<file path="src/rtl/pipe_ctl_pkg.sv">
package pipe_ctl_pkg;
  localparam int NSTG   = 8;
  localparam int NSLIP  = 6;
  localparam int IDX_RF = 2;
  localparam int IDX_EX = 3;
  localparam int IDX_TC = 6;
  // stages allowed to freeze the whole pipe: 1, 2, 4, 6
  localparam logic [NSTG-1:0] STALL_SRC_MASK = 8'h56;

  typedef enum logic [2:0] {
    M_RUN   = 3'd0,
    M_SLIP  = 3'd1,
    M_STALL = 3'd2,
    M_RST1  = 3'd3,
    M_RST2  = 3'd4
  } mode_e;
endpackage

</file>
<file path="src/rtl/pipe_req_merge.sv">
module pipe_req_merge #(
  parameter int              NSTG   = 8,
  parameter int              NSLIP  = 6,
  parameter int              TC_IDX = 6,
  parameter logic [NSTG-1:0] MASK   = 8'h56
) (
  input  logic [NSTG-1:0]  stall_req,
  input  logic [NSLIP-1:0] slip_req,
  output logic             stall_any,
  output logic             slip_any,
  output logic             stall_tc
);
  logic [NSTG-1:0] qualified;

  // only stages enabled by MASK may raise a full freeze
  for (genvar g = 0; g < NSTG; g++) begin : g_mask
    if (MASK[g]) begin : g_on
      assign qualified[g] = stall_req[g];
    end else begin : g_off
      assign qualified[g] = 1'b0;
    end
  end

  assign stall_any = |qualified;
  assign slip_any  = |slip_req;
  assign stall_tc  = qualified[TC_IDX];
endmodule

</file>
<file path="src/rtl/pipe_mode_fsm.sv">
module pipe_mode_fsm
  import pipe_ctl_pkg::*;
(
  input  logic  clk,
  input  logic  rst_n,
  input  logic  stall_any,
  input  logic  slip_any,
  input  logic  stall_tc,
  output mode_e mode_o,
  output logic  cause_tc_o
);
  mode_e mode_q, mode_d;
  logic  cause_q, cause_d, cause_en;

  always_comb begin
    mode_d   = mode_q;
    cause_en = stall_any;
    cause_d  = ((mode_q == M_STALL) ? cause_q : 1'b0) | stall_tc;
    if (stall_any) begin
      mode_d = M_STALL;
    end else begin
      case (mode_q)
        M_STALL: mode_d = M_RST1;
        M_RST1:  mode_d = M_RST2;
        default: mode_d = slip_any ? M_SLIP : M_RUN;
      endcase
    end
  end

  always_ff @(posedge clk or negedge rst_n) begin
    if (!rst_n) begin
      mode_q  <= M_RUN;
      cause_q <= 1'b0;
    end else begin
      mode_q <= mode_d;
      if (cause_en) cause_q <= cause_d;
    end
  end

  assign mode_o     = mode_q;
  assign cause_tc_o = cause_q;

  assert_stall_freeze_R2: assert property (@(posedge clk) disable iff (!rst_n)
    stall_any |=> (mode_q == M_STALL));
  // priority over slip and over a running restart
  assert_stall_over_slip_R9: assert property (@(posedge clk) disable iff (!rst_n)
    (stall_any && slip_any) |=> (mode_q != M_SLIP));
  assert_restart_first_R5: assert property (@(posedge clk) disable iff (!rst_n)
    (mode_q == M_STALL && !stall_any) |=> (mode_q == M_RST1));
  assert_restart_second_R5: assert property (@(posedge clk) disable iff (!rst_n)
    (mode_q == M_RST1 && !stall_any) |=> (mode_q == M_RST2));
  assert_slip_after_restart_R10: assert property (@(posedge clk) disable iff (!rst_n)
    (mode_q == M_RST2 && !stall_any && slip_any) |=> (mode_q == M_SLIP));
endmodule

</file>
<file path="src/rtl/pipe_hold_gen.sv">
module pipe_hold_gen
  import pipe_ctl_pkg::*;
#(
  parameter int NSTG   = 8,
  parameter int RF_IDX = 2
) (
  input  mode_e           mode_i,
  input  logic            cause_tc_i,
  output logic [NSTG-1:0] hold_o,
  output logic            bubble_o,
  output logic            restart_o,
  output logic            replay_o,
  output logic            run_o
);
  logic frozen, slipping;

  assign frozen    = (mode_i == M_STALL) || (mode_i == M_RST1) || (mode_i == M_RST2);
  assign slipping  = (mode_i == M_SLIP);
  assign bubble_o  = slipping;
  assign restart_o = (mode_i == M_RST1) || (mode_i == M_RST2);
  assign replay_o  = (mode_i == M_RST2) && cause_tc_i;
  assign run_o     = (mode_i == M_RUN);

  // stages up to decode hold on a slip; later ones only on a freeze
  for (genvar g = 0; g < NSTG; g++) begin : g_hold
    if (g <= RF_IDX) begin : g_up
      assign hold_o[g] = frozen | slipping;
    end else begin : g_down
      assign hold_o[g] = frozen;
    end
  end
endmodule

</file>
<file path="src/rtl/pipe_stall_ctl.sv">
module pipe_stall_ctl
  import pipe_ctl_pkg::*;
(
  input  logic             clk,
  input  logic             rst_n,
  input  logic [NSTG-1:0]  stall_req,
  input  logic [NSLIP-1:0] slip_req,
  output logic [NSTG-1:0]  hold_o,
  output logic             bubble_ex_o,
  output logic             restart_o,
  output logic             replay_rf_o,
  output logic             run_o
);
  logic [1:0] rst_sync_q;
  logic       rst_int_n;
  logic       stall_any, slip_any, stall_tc, cause_tc;
  mode_e      mode;

  always_ff @(posedge clk or negedge rst_n) begin
    if (!rst_n) rst_sync_q <= 2'b00;
    else        rst_sync_q <= {rst_sync_q[0], 1'b1};
  end
  assign rst_int_n = rst_sync_q[1];

  pipe_req_merge #(
    .NSTG(NSTG), .NSLIP(NSLIP), .TC_IDX(IDX_TC), .MASK(STALL_SRC_MASK)
  ) u_merge (
    .stall_req(stall_req), .slip_req(slip_req),
    .stall_any(stall_any), .slip_any(slip_any), .stall_tc(stall_tc)
  );

  pipe_mode_fsm u_fsm (
    .clk(clk), .rst_n(rst_int_n),
    .stall_any(stall_any), .slip_any(slip_any), .stall_tc(stall_tc),
    .mode_o(mode), .cause_tc_o(cause_tc)
  );

  pipe_hold_gen #(.NSTG(NSTG), .RF_IDX(IDX_RF)) u_hold (
    .mode_i(mode), .cause_tc_i(cause_tc),
    .hold_o(hold_o), .bubble_o(bubble_ex_o), .restart_o(restart_o),
    .replay_o(replay_rf_o), .run_o(run_o)
  );

  assert_bubble_shape_R4: assert property (@(posedge clk) disable iff (!rst_int_n)
    bubble_ex_o |-> (hold_o[IDX_RF] && !hold_o[IDX_EX] && !restart_o));
  assert_restart_frozen_R5: assert property (@(posedge clk) disable iff (!rst_int_n)
    restart_o |-> (&hold_o));
  assert_replay_inside_R6: assert property (@(posedge clk) disable iff (!rst_int_n)
    replay_rf_o |-> restart_o);
  assert_replay_last_R6: assert property (@(posedge clk) disable iff (!rst_int_n)
    replay_rf_o |=> !restart_o);
  assert_run_free_R7: assert property (@(posedge clk) disable iff (!rst_int_n)
    run_o |-> (hold_o == '0 && !bubble_ex_o && !restart_o));
  assert_one_status_R7: assert property (@(posedge clk) disable iff (!rst_int_n)
    $onehot0({run_o, bubble_ex_o, restart_o}));
endmodule

</file>
<file path="config.mk">
export PLATFORM = sky130hd
export DESIGN_NAME = pipe_stall_ctl
export DESIGN_NICKNAME = d
export VERILOG_FILES = /design/src/rtl/pipe_ctl_pkg.sv /design/src/rtl/pipe_req_merge.sv /design/src/rtl/pipe_mode_fsm.sv /design/src/rtl/pipe_hold_gen.sv /design/src/rtl/pipe_stall_ctl.sv
export SDC_FILE = /design/constraint.sdc
export NUM_CORES = 1
export LEC_CHECK = 0
export ABC_AREA = 1
export BUFFER_PORTS_ARGS = -buffer_cell sky130_fd_sc_hd__buf_2
export CAP_MARGIN = 10
export CORE_AREA = 2 2 39 41
export CTS_BUF_LIST = sky130_fd_sc_hd__clkbuf_8
export CTS_CLUSTER_DIAMETER = 50
export DETAILED_ROUTE_END_ITERATION = 12
export DIE_AREA = 0 0 41 43
export GPL_TIMING_DRIVEN = 1
export PLACE_DENSITY = 0.56
export SKIP_CTS_REPAIR_TIMING = 1
export SLEW_MARGIN = 20
export SYNTH_ARGS = -nofsm -noshare
export SYNTH_HDL_FRONTEND = slang
export SYNTH_SLANG_ARGS = --single-unit
export TNS_END_PERCENT = 20
</file>
<file path="constraint.sdc">
create_clock -name clk -period 3.4 [get_ports clk]
set_clock_uncertainty 0.1 [all_clocks]
set_input_delay 0.17 -clock clk [delete_from_list [all_inputs] [get_ports clk]]
set_output_delay 0.17 -clock clk [all_outputs]
set_load 0.005 [all_outputs]
</file>
==> metrics.yaml <==
grt:
  antenna_found_initial: 0
  grtUsageTotal_pct: 8.82
  grt_start_max_net_pins: 7
  grt_pass1_wl_mm: 1.01
  gr-total-overflow: 0
  grt_pass1_vias: 292
yosys:
  ys_warn_count: 0
  synthSimpleGateAreaFrac_pct: 34.9
  synth_fa_ha_area_share_pct: 0
  syn-mean-instance-area_sq_um: 7.56
  synth.area.mux_share_pct: 0
  synth.top_cell.area_share_pct: 44.1
  synth_area_leaders: "dfrtp_1, buf_4, nor2_1"
  synth_fp_nets: 61
  syn-instance-count: 45
  synth_compound_area_share_pct: 0
  netlist.top_cell.by_area: "dfrtp_1"
  synth_cell_types: 12
  synthXorXnorAreaFrac_pct: 0
  ys_ff_latch: 6
  synth_top_family_by_area: "simple AND/OR/NAND/NOR gates"
  yosysSeqAreaShare_pct: 44.1
  syn-cell-area_sq_um: 340
timing:
  setup_violations: 0
  tns_ns: 0
  finalHoldViolations: 0
  maxSlewViolCount: 0
  period_needed_ns: 1.48
  fmax_mhz: 675
  rsz0062_at_grt: "no"
  fin_crit_sh_pct: 43.6
  setup_ws_ns: 1.92
die:
  rows: 14
  start_util_pct: 24.6
  core-area_sq_um: 1380
  die_h_um: 43
  ios: 28
  dieArea_sq_um: 1760
  fp.dieW_um: 41
clocking:
  cts_made_buffers: 3
  clk_path_buf_depth: 2
  cts_root_buf: "clkbuf_8"
  cts.clk_slew.worst_paths_ns: 0.04
  htree_levels: 1
  insertion_delay_ns: 0.22
  cts_tree: "done"
  cts_sinks: 6
finish:
  multi_input_area_sq_um: 123
  most-common-layout-cells: "buf_2, nor2_1, nand2_1"
  drive_above_1_share_pct: 45.5
  regArea_sq_um: 150
  fin_cells: 82
  areaGrowthSynthToFinish_pct: 42.3
  final_nets: 84
  nFillCells: 160
  final_common_cell: "buf_2"
  n_antenna_cell: 0
pwr:
  clkPwrFrac_pct: 54.1
  ir_worst_vdd_mv: 0.267
  swShare_pct: 19.2
  switching_power_mw: 0.0377
  comb_power_share_pct: 7.7
  internal_power_mw: 0.158
  powerDensity_nw_per_um2: 405
  p_total_mw: 0.196
  p_seq_share_pct: 38.2
  leakage_nw: 0.263
routing:
  vias: 335
  wl_per_cell_um: 7.71
  vias_per_cell: 4.09
  route.detailed.drc: 0
  dr.pass1.iters: 4
  antenna_left: 0
  drt-initial-drc-count: 2
  wirelength_um: 632
setup_path:
  start_kind: "flip-flop"
  worstSetupEndpointType: "output port"
  path_max_fanout: 6
  r2r_setup_slack_ns: 2.43
  arrival_ns: 1.21
  crit_required_ns: 3.13
  path_class: "flip-flop to output port"
placement:
  hpwlAfterDp_um: 542
  dpl.cell_count: 77
  pre_cts_ws_ns: 2.14
  place.gp.congestion: 0.706
  portBuffers: 23
status:
  status: "finished, final reports clean"
hold_path:
  hp-class: "input port to flip-flop"
flow_run:
  cap_violations: 0
==> synthesized netlist by cell type <==
cell type and number:
dfrtp_1 6, inv_1 3, inv_2 1, nor3_1 2, nand2_2 2, buf_4 7
nand2_1 8, nand3_1 4, or2_1 1, nor2_1 9, nor2_2 1, conb_1 1
==> routing by layer <==
layer	vias to the layer above	GRT usage, %	wire length (um)
li1	172	-	-
met1	142	8.97	258
met2	19	13.1	293
met3	2	3.14	64
met4	0	8.00	16
met5	-	0	0
==> sequential cells by signal, indices dropped and copies added, names as in the netlist <==
signal	count
u_fsm.mode_o	3
u_fsm.cause_tc_o	1
rst_sync_q	2
==> critical path, cell delays in order (launching register included) <==
cell and delay [ns]:
dfrtp_1 0.42, nor2_2 0.05, nand2_2 0.08, nand2_2 0.08, or2_1 0.23, buf_2 0.13
==> cells by family (layout without fill, tap and decap cells) <==
family,Yosys count,count (layout)
buf+inv,11,32
other cells,1,1
flops,6,6
simple gates,27,27
==> path summary, 6_finish.rpt <==
path                            depth (start not counted)             from                to
worst max-delay path                                    5  u_fsm.mode_o[1]         hold_o[1]
worst min-delay path                                    3     stall_req[6]  u_fsm.cause_tc_o
worst max register to register                          4  u_fsm.mode_o[2]   u_fsm.mode_o[0]
worst min register to register                          0    rst_sync_q[0]     rst_sync_q[1]
max in group asynchronous                               1    rst_sync_q[1]   u_fsm.mode_o[0]
min in group asynchronous                               2            rst_n     rst_sync_q[0]
==> per-stage QoR <==
stage          area (sq um)  hold WS [ns]  utilization (%)
6_report                484        0.0464             35.0
5_1_grt                 484        0.0690             35.0
4_1_cts                 464        -0.377             33.5
3_5_place_dp            423        -0.143             30.6
3_3_place_gp            423        -0.144             30.6
2_1_floorplan           340        -0.226                -
==> power groups by stage <==
stage	clock [mW]	sequential, mW	combinational, mW
after floorplan	0	0.0762	0.00569
after global placement	0	0.0765	0.0126
after detailed placement	0	0.0767	0.0129
after CTS	0.109	0.0758	0.0129
after global routing	0.111	0.0750	0.0178
final	0.106	0.0749	0.0151
==> final cells by class <==
type	instances	area share (%)
Multi-Input combinational cell	28	25.3
Inverter	4	3.10
Sequential cell	6	31.0
Tap cell	16	4.13
Clock buffer	3	8.53
Timing Repair Buffer	25	27.9
Note: power is estimated with default switching activity, not from simulation.
